--- src/rtl/acc_cpu.sv ---
module acc_cpu #(
  parameter int DW = 16,
  parameter int AW = 7
) (
  input  logic          clk,
  input  logic          rst,
  input  logic          start,
  input  logic          load_we,
  input  logic [AW-1:0] load_addr,
  input  logic [DW-1:0] load_data,
  output logic [DW-1:0] out_data,
  output logic          out_valid,
  output logic          halted
);
  localparam int DEPTH = 1 << AW;
  localparam logic [2:0] OP_LDA = 3'd0, OP_ADD = 3'd1, OP_SUB = 3'd2, OP_OUT = 3'd3;
  localparam logic [1:0] M_IMM = 2'd0, M_IND = 2'd2, M_IDX = 2'd3;

  typedef enum logic [2:0] {
    S_IDLE, S_FETCH, S_DECODE, S_PTR_READ, S_DATA_READ, S_EXECUTE, S_HALT
  } state_t;

  state_t        state;
  logic [DW-1:0] mem [DEPTH];
  logic [DW-1:0] mem_q, acc, opnd;
  logic [AW-1:0] pc, rd_addr;
  logic [2:0]    ir_op;

  wire [2:0]    d_op   = mem_q[15:13];
  wire [1:0]    d_mode = mem_q[12:11];
  wire [AW-1:0] d_opd  = mem_q[4 +: AW];
  wire [AW-1:0] d_ea   = d_opd + {{(AW-4){1'b0}}, mem_q[3:0]};

  always_comb begin
    case (state)
      S_DECODE:   rd_addr = (d_mode == M_IDX) ? d_ea : d_opd;
      S_PTR_READ: rd_addr = mem_q[AW-1:0];
      default:    rd_addr = pc;
    endcase
  end

  always_ff @(posedge clk) begin
    if (rst && load_we) mem[load_addr] <= load_data;
    mem_q <= mem[rd_addr];
  end

  assign halted = (state == S_HALT);

  always_ff @(posedge clk) begin
    if (rst) begin
      state     <= S_IDLE;
      pc        <= '0;
      acc       <= '0;
      opnd      <= '0;
      ir_op     <= '0;
      out_valid <= 1'b0;
      out_data  <= '0;
    end else begin
      out_valid <= 1'b0;
      case (state)
        S_IDLE: if (start) begin
          state <= S_FETCH;
          pc    <= '0;
        end
        S_FETCH: state <= S_DECODE;
        S_DECODE: begin
          ir_op <= d_op;
          if (d_op > OP_SUB) state <= S_EXECUTE;
          else if (d_mode == M_IMM) begin
            opnd  <= {{(DW-AW){1'b0}}, d_opd};
            state <= S_EXECUTE;
          end else if (d_mode == M_IND) state <= S_PTR_READ;
          else state <= S_DATA_READ;
        end
        S_PTR_READ: state <= S_DATA_READ;
        S_DATA_READ: begin
          opnd  <= mem_q;
          state <= S_EXECUTE;
        end
        S_EXECUTE: begin
          state <= S_FETCH;
          pc    <= pc + 1'b1;
          case (ir_op)
            OP_LDA: acc <= opnd;
            OP_ADD: acc <= acc + opnd;
            OP_SUB: acc <= acc - opnd;
            OP_OUT: begin
              out_valid <= 1'b1;
              out_data  <= acc;
            end
            default: begin
              state <= S_HALT;
              pc    <= pc;
            end
          endcase
        end
        default: state <= S_HALT;
      endcase
    end
  end

  p_imm_no_read_r3: assert property (@(posedge clk) disable iff (rst)
    (state == S_DECODE && d_op <= OP_SUB && d_mode == M_IMM) |=> state == S_EXECUTE);

  p_ptr_then_data_r5: assert property (@(posedge clk) disable iff (rst)
    state == S_PTR_READ |=> state == S_DATA_READ);

  p_ptr_after_decode_r5: assert property (@(posedge clk) disable iff (rst)
    state == S_PTR_READ |-> $past(state) == S_DECODE);

  p_out_single_r8: assert property (@(posedge clk) disable iff (rst)
    out_valid |=> !out_valid);

  p_out_source_r8: assert property (@(posedge clk) disable iff (rst)
    out_valid |-> ($past(state) == S_EXECUTE && $past(ir_op) == OP_OUT));

  p_halt_sticky_r9: assert property (@(posedge clk) disable iff (rst)
    halted |=> halted);

  p_idle_waits_r1: assert property (@(posedge clk) disable iff (rst)
    (state == S_IDLE && !start) |=> state == S_IDLE);
endmodule

--- config.mk ---
export PLATFORM = sky130hd
export DESIGN_NAME = acc_cpu
export DESIGN_NICKNAME = d
export VERILOG_FILES = /design/src/rtl/acc_cpu.sv
export SDC_FILE = /design/constraint.sdc
export NUM_CORES = 2
export LEC_CHECK = 0
export BUFFER_PORTS_ARGS = -buffer_cell sky130_fd_sc_hd__clkbuf_2
export CAP_MARGIN = 15
export CORE_AREA = 2 2 466 376
export DETAILED_ROUTE_END_ITERATION = 10
export DIE_AREA = 0 0 468 378
export PLACE_DENSITY_LB_ADDON = 0.25
export SLEW_MARGIN = 40
export SYNTH_ARGS = -nofsm -noshare
export SYNTH_HDL_FRONTEND = slang
export SYNTH_SLANG_ARGS = --single-unit
export TNS_END_PERCENT = 5
--- constraint.sdc ---
create_clock -name clk -period 3.8 [get_ports clk]
set_clock_uncertainty 0.2 [all_clocks]
set_input_delay 0.57 -clock clk [delete_from_list [all_inputs] [get_ports clk]]
set_output_delay 0.57 -clock clk [all_outputs]
set_load 0.01 [all_outputs]
-- Word level (Yosys, flattened, before mapping)
Memories as Yosys holds them, arrays and structs flattened. A register that Yosys moved wholly into a read port is not among the register bits.
Cells that the tools add are included.
- flip-flop bits (word level): 62
- memory bits (writable): 2048
- memories kept: 1
- word-level logic and storage cells: 60
- reductions and logical operators: 13
- multiplexer cells: 18
- equal/unequal tests: 15
- bitwise logic cells: 1
- magnitude comparators: 1
- $add $sub $neg: 4
- memories (name ; words ; bits a word ; rd ports ; clocked after memory_dff ; wr ports ; line ; source):
    mem ; 128 ; 16 ; 1 ; 1 ; 1 ; 24 ; logic [DW-1:0] mem [DEPTH];
- operators with widths (kind ; count):
    $pmux W16 S3 ; 1
    $mux W16 ; 2
    $pmux W16 S2 ; 1
    $pmux W7 S2 ; 2
    $mux W7 ; 3
    $pmux W3 S6 ; 1
    $add A16 B16 Y16 ; 1
    $sub A16 B16 Y16 ; 1
    $mux W3 ; 5
    $eq A3 B2 Y1 const B ; 4
    $eq A3 B3 Y1 const B ; 3
    $ne A2 B2 Y1 const B ; 4
    $add A7 B1 Y7 const B ; 1
    $add A7 B4 Y7 ; 1
    $eq A3 B1 Y1 const B ; 2
    $logic_not A3 Y1 ; 2
    $reduce_and A3 Y1 ; 2
    $eq A2 B2 Y1 const B ; 2
    $reduce_and A2 Y1 ; 2
    $reduce_bool A2 Y1 ; 2
    $reduce_or A4 Y1 ; 1
    $gt A3 B2 Y1 const B ; 1
    $mux W1 ; 3
    $reduce_bool A3 Y1 ; 1
    4 further kinds ; 4

-- Longest topological paths before layout
- depth in word-level cells: 5
- depth in mapped cells: 18
- depth with buffers taken out: 15

-- Worst setup path after synthesis
No wires, ideal clock.
- kind: reg2reg
- from: register ir_op[1]
- to: register acc[13]
- data required time: 3.530 ns
- slack: 0.364 ns
- cell stages (with the launch flop): 14
- path buffers: 1
- data arrival time: 3.166 ns
- setup time: 0.070 ns
- cells stage by stage: dfxtp_1 > clkbuf_1 > nor3b_1 > nor2_1 > xnor2_1 > ha_1 > a21o_1 > a21o_1 > a21oi_1 > nand2_1 > a221oi_1 > xnor2_1 > o221ai_1 > a21oi_1
- longest elaborated chain between the ends: 3
- elaborated cells on any way between the ends: 6
- classes of those cells: eq/ne (2); mux (1); reduce/logical (3)
- ends and longest elaborated chain (item ; line ; source):
    start: declaration ; 27 ; logic [2:0] ir_op;
    start signal: assignment ; 67 ; ir_op <= d_op;
    $eq A3 B2 Y1, or another cell as far along ; 83 ; case (ir_op)
    $reduce_bool A3 Y1 (no line) ; n/a ;
    $reduce_and A2 Y1 (no line) ; n/a ;
    end signal: assignment ; 84 ; OP_LDA: acc <= opnd;
    end signal: assignment ; 85 ; OP_ADD: acc <= acc + opnd;
    end signal: assignment ; 86 ; OP_SUB: acc <= acc - opnd;
    end: declaration ; 25 ; logic [DW-1:0] mem_q, acc, opnd;
Several ways; a longest one is shown, not always the timed one.
A chain may end at the register's enable or synchronous reset.

-- Worst setup path in the final report
- from: register mem_q[0] (read register of mem)
- to: register mem_q[11] (read register of mem)
- longest elaborated chain between the ends: 3
- ends and longest elaborated chain (item ; line ; source):
    start: declaration ; 25 ;
    $add A7 B4 Y7 ; 32 ; wire [AW-1:0] d_ea = d_opd + {{(AW-4){1'b0}}, mem_q[3:0]};
    $mux W7 ; 36 ; S_DECODE: rd_addr = (d_mode == M_IDX) ? d_ea : d_opd;
    $pmux W7 S2 (*) ; 35 ; case (state)
Every way passes the cells marked *; elsewhere a longest branch is shown, timed or not.

==> qor.csv <==
stage,metric,value,unit
setup_path,max_stage_delay,0.50,ns
sta,timing_worst_slew_pin_value,0.928,ns
synth,synth-adder-area-share,0.354,%
setup_path,cp_cell_sequence,ha_4 > inv_2 > fa_1 > nand3_2 > o211ai_4 > buf_6 > buf_6 > and2_4 > buf_4 > buf_6 > nand3_2 > a31oi_2 > o22ai_4 > a211oi_4 > buf_4 > or4b_1,
placement,place_area,94100,um^2
hold_path,min_delay_path_depth,1,
setup_path,start_kind,register,
setup_path,slowest_stage_cell_cp,fa_1,
grt,final_global_route_overflow_total,0,
setup_path,critical_path_arrival,4.65,ns
grt,grt_antenna_before_repair,9,
sta,final_period_minus_worst_setup_slack,4.13,ns
detailed_routing,wl_per_cell,26.6,um
hold_path,min-delay-path-class,input port to register,
placement,dp_hpwl,157,mm
synth,synth_most_common_cell,edfxtp_1,
grt,grt_pass1_wl,374,mm
detailed_routing,via_per_inst,6.08,
clocking,clk-insertion-delay-late,0.85,ns
setup_path,critPathKind,register to register,
status,outcome,"finished, violations left",
synth,yosysTopAreaCellShare,71.8,%
synth,fraction_of_the_mapped_netlist_area_in_simple_logic_gates,14.9,%
finish,multi_input_area,22100,um^2
placement,place.detailed.instances,9225,
setup_path,crit_required,4.32,ns
die,initial_core_util,49.6,%
clocking,cts_sinks,2126,
detailed_routing,drtPass1Iterations,6,
placement,routabilityCongestion,0.943,
sta,min_period_over_period,109,%
synth,asyncSetResetFlopFracSynth,0,%
synth,ys_types,69,
sta,drv_slew,0,
synth,synth-edff-count,2048,
setup_path,regToRegStartpoint,mem_q[0],
power,p_leak,35.6,nW
sta,final-setup-viol-count,16,
synth,ys_top_cells_by_count,"edfxtp_1 (2,048), nand2_1 (1,881), nand3_1 (491)",
setup_path,regToRegSetupSlack,-0.33,ns
hold_path,hold_path_origin,load_data[15],
clocking,tritoncts_clock_tree,done,
sta,worst_slack,-0.331,ns
die,num_rows,137,
sta,unrepaired_setup_endpoints_after_global_routing,yes,
clocking,clock_path_buffers,3,
grt,vias_in_the_first_global_route,54800,
clocking,cts_inserted_buffers,196,
synth,postSynthAreaPerCell,13.0,um^2
clocking,h-tree-depth,4,
synth,synth_fp_nets,6621,
finish,synthToLayoutAreaGrowth,19.9,%
synth,synth.yosys.seq_area_share,73.7,%
detailed_routing,drtIter0Drc,7639,
grt,total_track_usage,28.7,%
finish,fin_area,103000,um^2
placement,pre_cts_ws,-1.22,ns
die,ioPinCount,45,
clocking,clk_transition_reported_paths,0.07,ns
detailed_routing,antenna_violating_nets_post_route,0,
power,vdd_drop_max,0.519,mV
synth,synth-seq-cells,2126,
clocking,ctsRootBufferMaster,clkbuf_16,
die,core_area,173000,um^2
sta,fmax,242,MHz
finish,layout.cells.non_filler,9631,
synth,synth_mux_area_share,0.224,%
synth,synth-main-ff-cell,edfxtp_1,
die,die_h,378,um
setup_path,rr_worst_depth,16,
finish,layout-drive-gt1-share,19.1,%
detailed_routing,totalWireLength,256,mm
grt,pin_count_of_the_biggest_net_entering_global_routing,94,
status,failed_checks,setup timing,
setup_path,crit-reg2reg-capture,mem_q[11],
synth,syn_inst_count,6571,
sta,slew-limit-headroom,38.2,%
detailed_routing,num_vias,58600,
setup_path,critPathMostFrequentCell,buf_6,
synth,synth_top_cell_by_area,edfxtp_1,
finish,num-nets-final,7219,
synth,synth_area_in_xor_xnor,0.348,%
synth,largest_family_of_logic_cells_by_synthesized_area,simple AND/OR/NAND/NOR gates,
synth,synth_area_leaders,"edfxtp_1 (72%), nand2_1 (8.2%), a311oi_1 (3.0%)",
synth,synth_area,85600,um^2
power,power_per_cell_area,564,nW/um^2
finish,filler_cell_count,13300,
die,die-area,177000,um^2
placement,place.port_buffers,44,
hold_path,hold_end,mem[88][15],
synth,synthesized_area_fraction_occupied_by_ao_oa_aoi_and_oai_cells,7.86,%
die,die_wd,468,um
flow_run,max_cap_violations,0,
synth,ys_warn_count,0,
detailed_routing,post-route-drc-count,0,
sta,finalHoldViolCount,0,
setup_path,crit_fanout,14,
finish,seqCellArea,63100,um^2
setup_path,end_kind,register,
what timing repair did:
action                                  in CTS  in global routing
endpoints found under the setup margin      16                 18
cloned                                       9                  0
pin swaps                                   51                 57
endpoints found under the hold margin       89                  0
resized for setup                          221                 91
buffers inserted                            24                  8
hold buffers                                 5                  0
report_power, final:
group          internal, mW  switching (mW)
combinational          4.80            7.59
sequential             25.8           0.182
clock                  10.7            8.78
total                  41.3            16.6
cells in the final DEF, fill, tap and decap left out, drive strengths merged, types with 8 or more instances in the layout:
master | netlist | layout
nor4 | 33 | 33
or2 | 10 | 10
o221ai | 16 | 16
a31oi | 184 | 184
a21oi | 115 | 115
buf | 222 | 838
and3 | 270 | 270
a311oi | 298 | 298
edfxtp | 2048 | 2048
nand3 | 492 | 492
clkbuf | 251 | 272
inv | 12 | 23
nand2 | 1882 | 1882
clkinv | 0 | 91
bufinv | 0 | 14
ha | 21 | 21
mux2i | 18 | 18
xnor2 | 23 | 23
o21ai | 21 | 21
dfxtp | 78 | 78
nor2 | 195 | 195
xor2 | 11 | 11
nor3 | 11 | 11
o22ai | 78 | 78
or4b | 14 | 14
nor2b | 10 | 10
nand4 | 8 | 8
o31ai | 17 | 17
a211oi | 146 | 146
a22oi | 10 | 10
worst max path at each step:
stage | start | end | slack (ns) | depth (start not counted)
floorplan | ir_op[1] | acc[13] | 0.36 | 13
global placement | mem_q[0] | mem_q[11] | -1.14 | 16
detailed placement | mem_q[0] | mem_q[11] | -1.22 | 16
CTS | mem_q[4] | mem_q[11] | -0.25 | 18
global route | mem_q[0] | mem_q[4] | -0.38 | 17
finish | mem_q[0] | mem_q[11] | -0.33 | 16
state kept, by name, indices dropped and copies added, names as in the netlist:
signal and count:
mem 2048, acc 16, mem_q 16, opnd 16
out_data 16, pc 7, ir_op 3, state 3
out_valid 1
metal layers:
layer  share of wire [%]  track usage [%]  routed length [um]
met3                  11             6.21               27800
met1                  41             42.3              106000
met5              0.0090                0                  23
met2                  45             42.7              115000
met4                 3.1             9.00                7880
cell type report:
cell class | instances | area share, %
timing repair buffer | 872 | 8.12
clock inverter | 120 | 1.03
sequential | 2126 | 61.4
tap | 2293 | 2.80
antenna | 3 | 0.00731
clock buffer | 244 | 5.07
inverter | 12 | 0.0439
multi-input combinational | 3961 | 21.5
per-stage QoR:
step | hold slack, ns | TNS (ns) | total power, mW | utilization, %
floorplan | 0.245 | 0 | 32.0 | -
global placement | 0.247 | -11.60 | 37.5 | 54.4
detailed placement | 0.249 | -11.98 | 37.6 | 54.5
CTS | 0.0381 | -3.55 | 57.6 | 59.1
global route | 0.0112 | -5.63 | 59.6 | 59.4
finish | 0.0207 | -4.22 | 57.9 | 59.4
worst max-delay path, delay by kind of cell (launching register included):
kind	cells	cell delay [ns]
compound gates	4	1.07
buf+inv	6	0.87
simple gates	4	0.84
fa+ha+maj	2	0.65
flops	1	0.36
logic make-up after synthesis:
group | Yosys count
adders and majority gates | 23
DFF | 2126
muxes | 19
buffers and inverters | 485
xor gates and xnor gates | 34
AOI/OAI and AO/OA | 925
and+or+nand+nor | 2959
(Power assumes the default switching activity.)
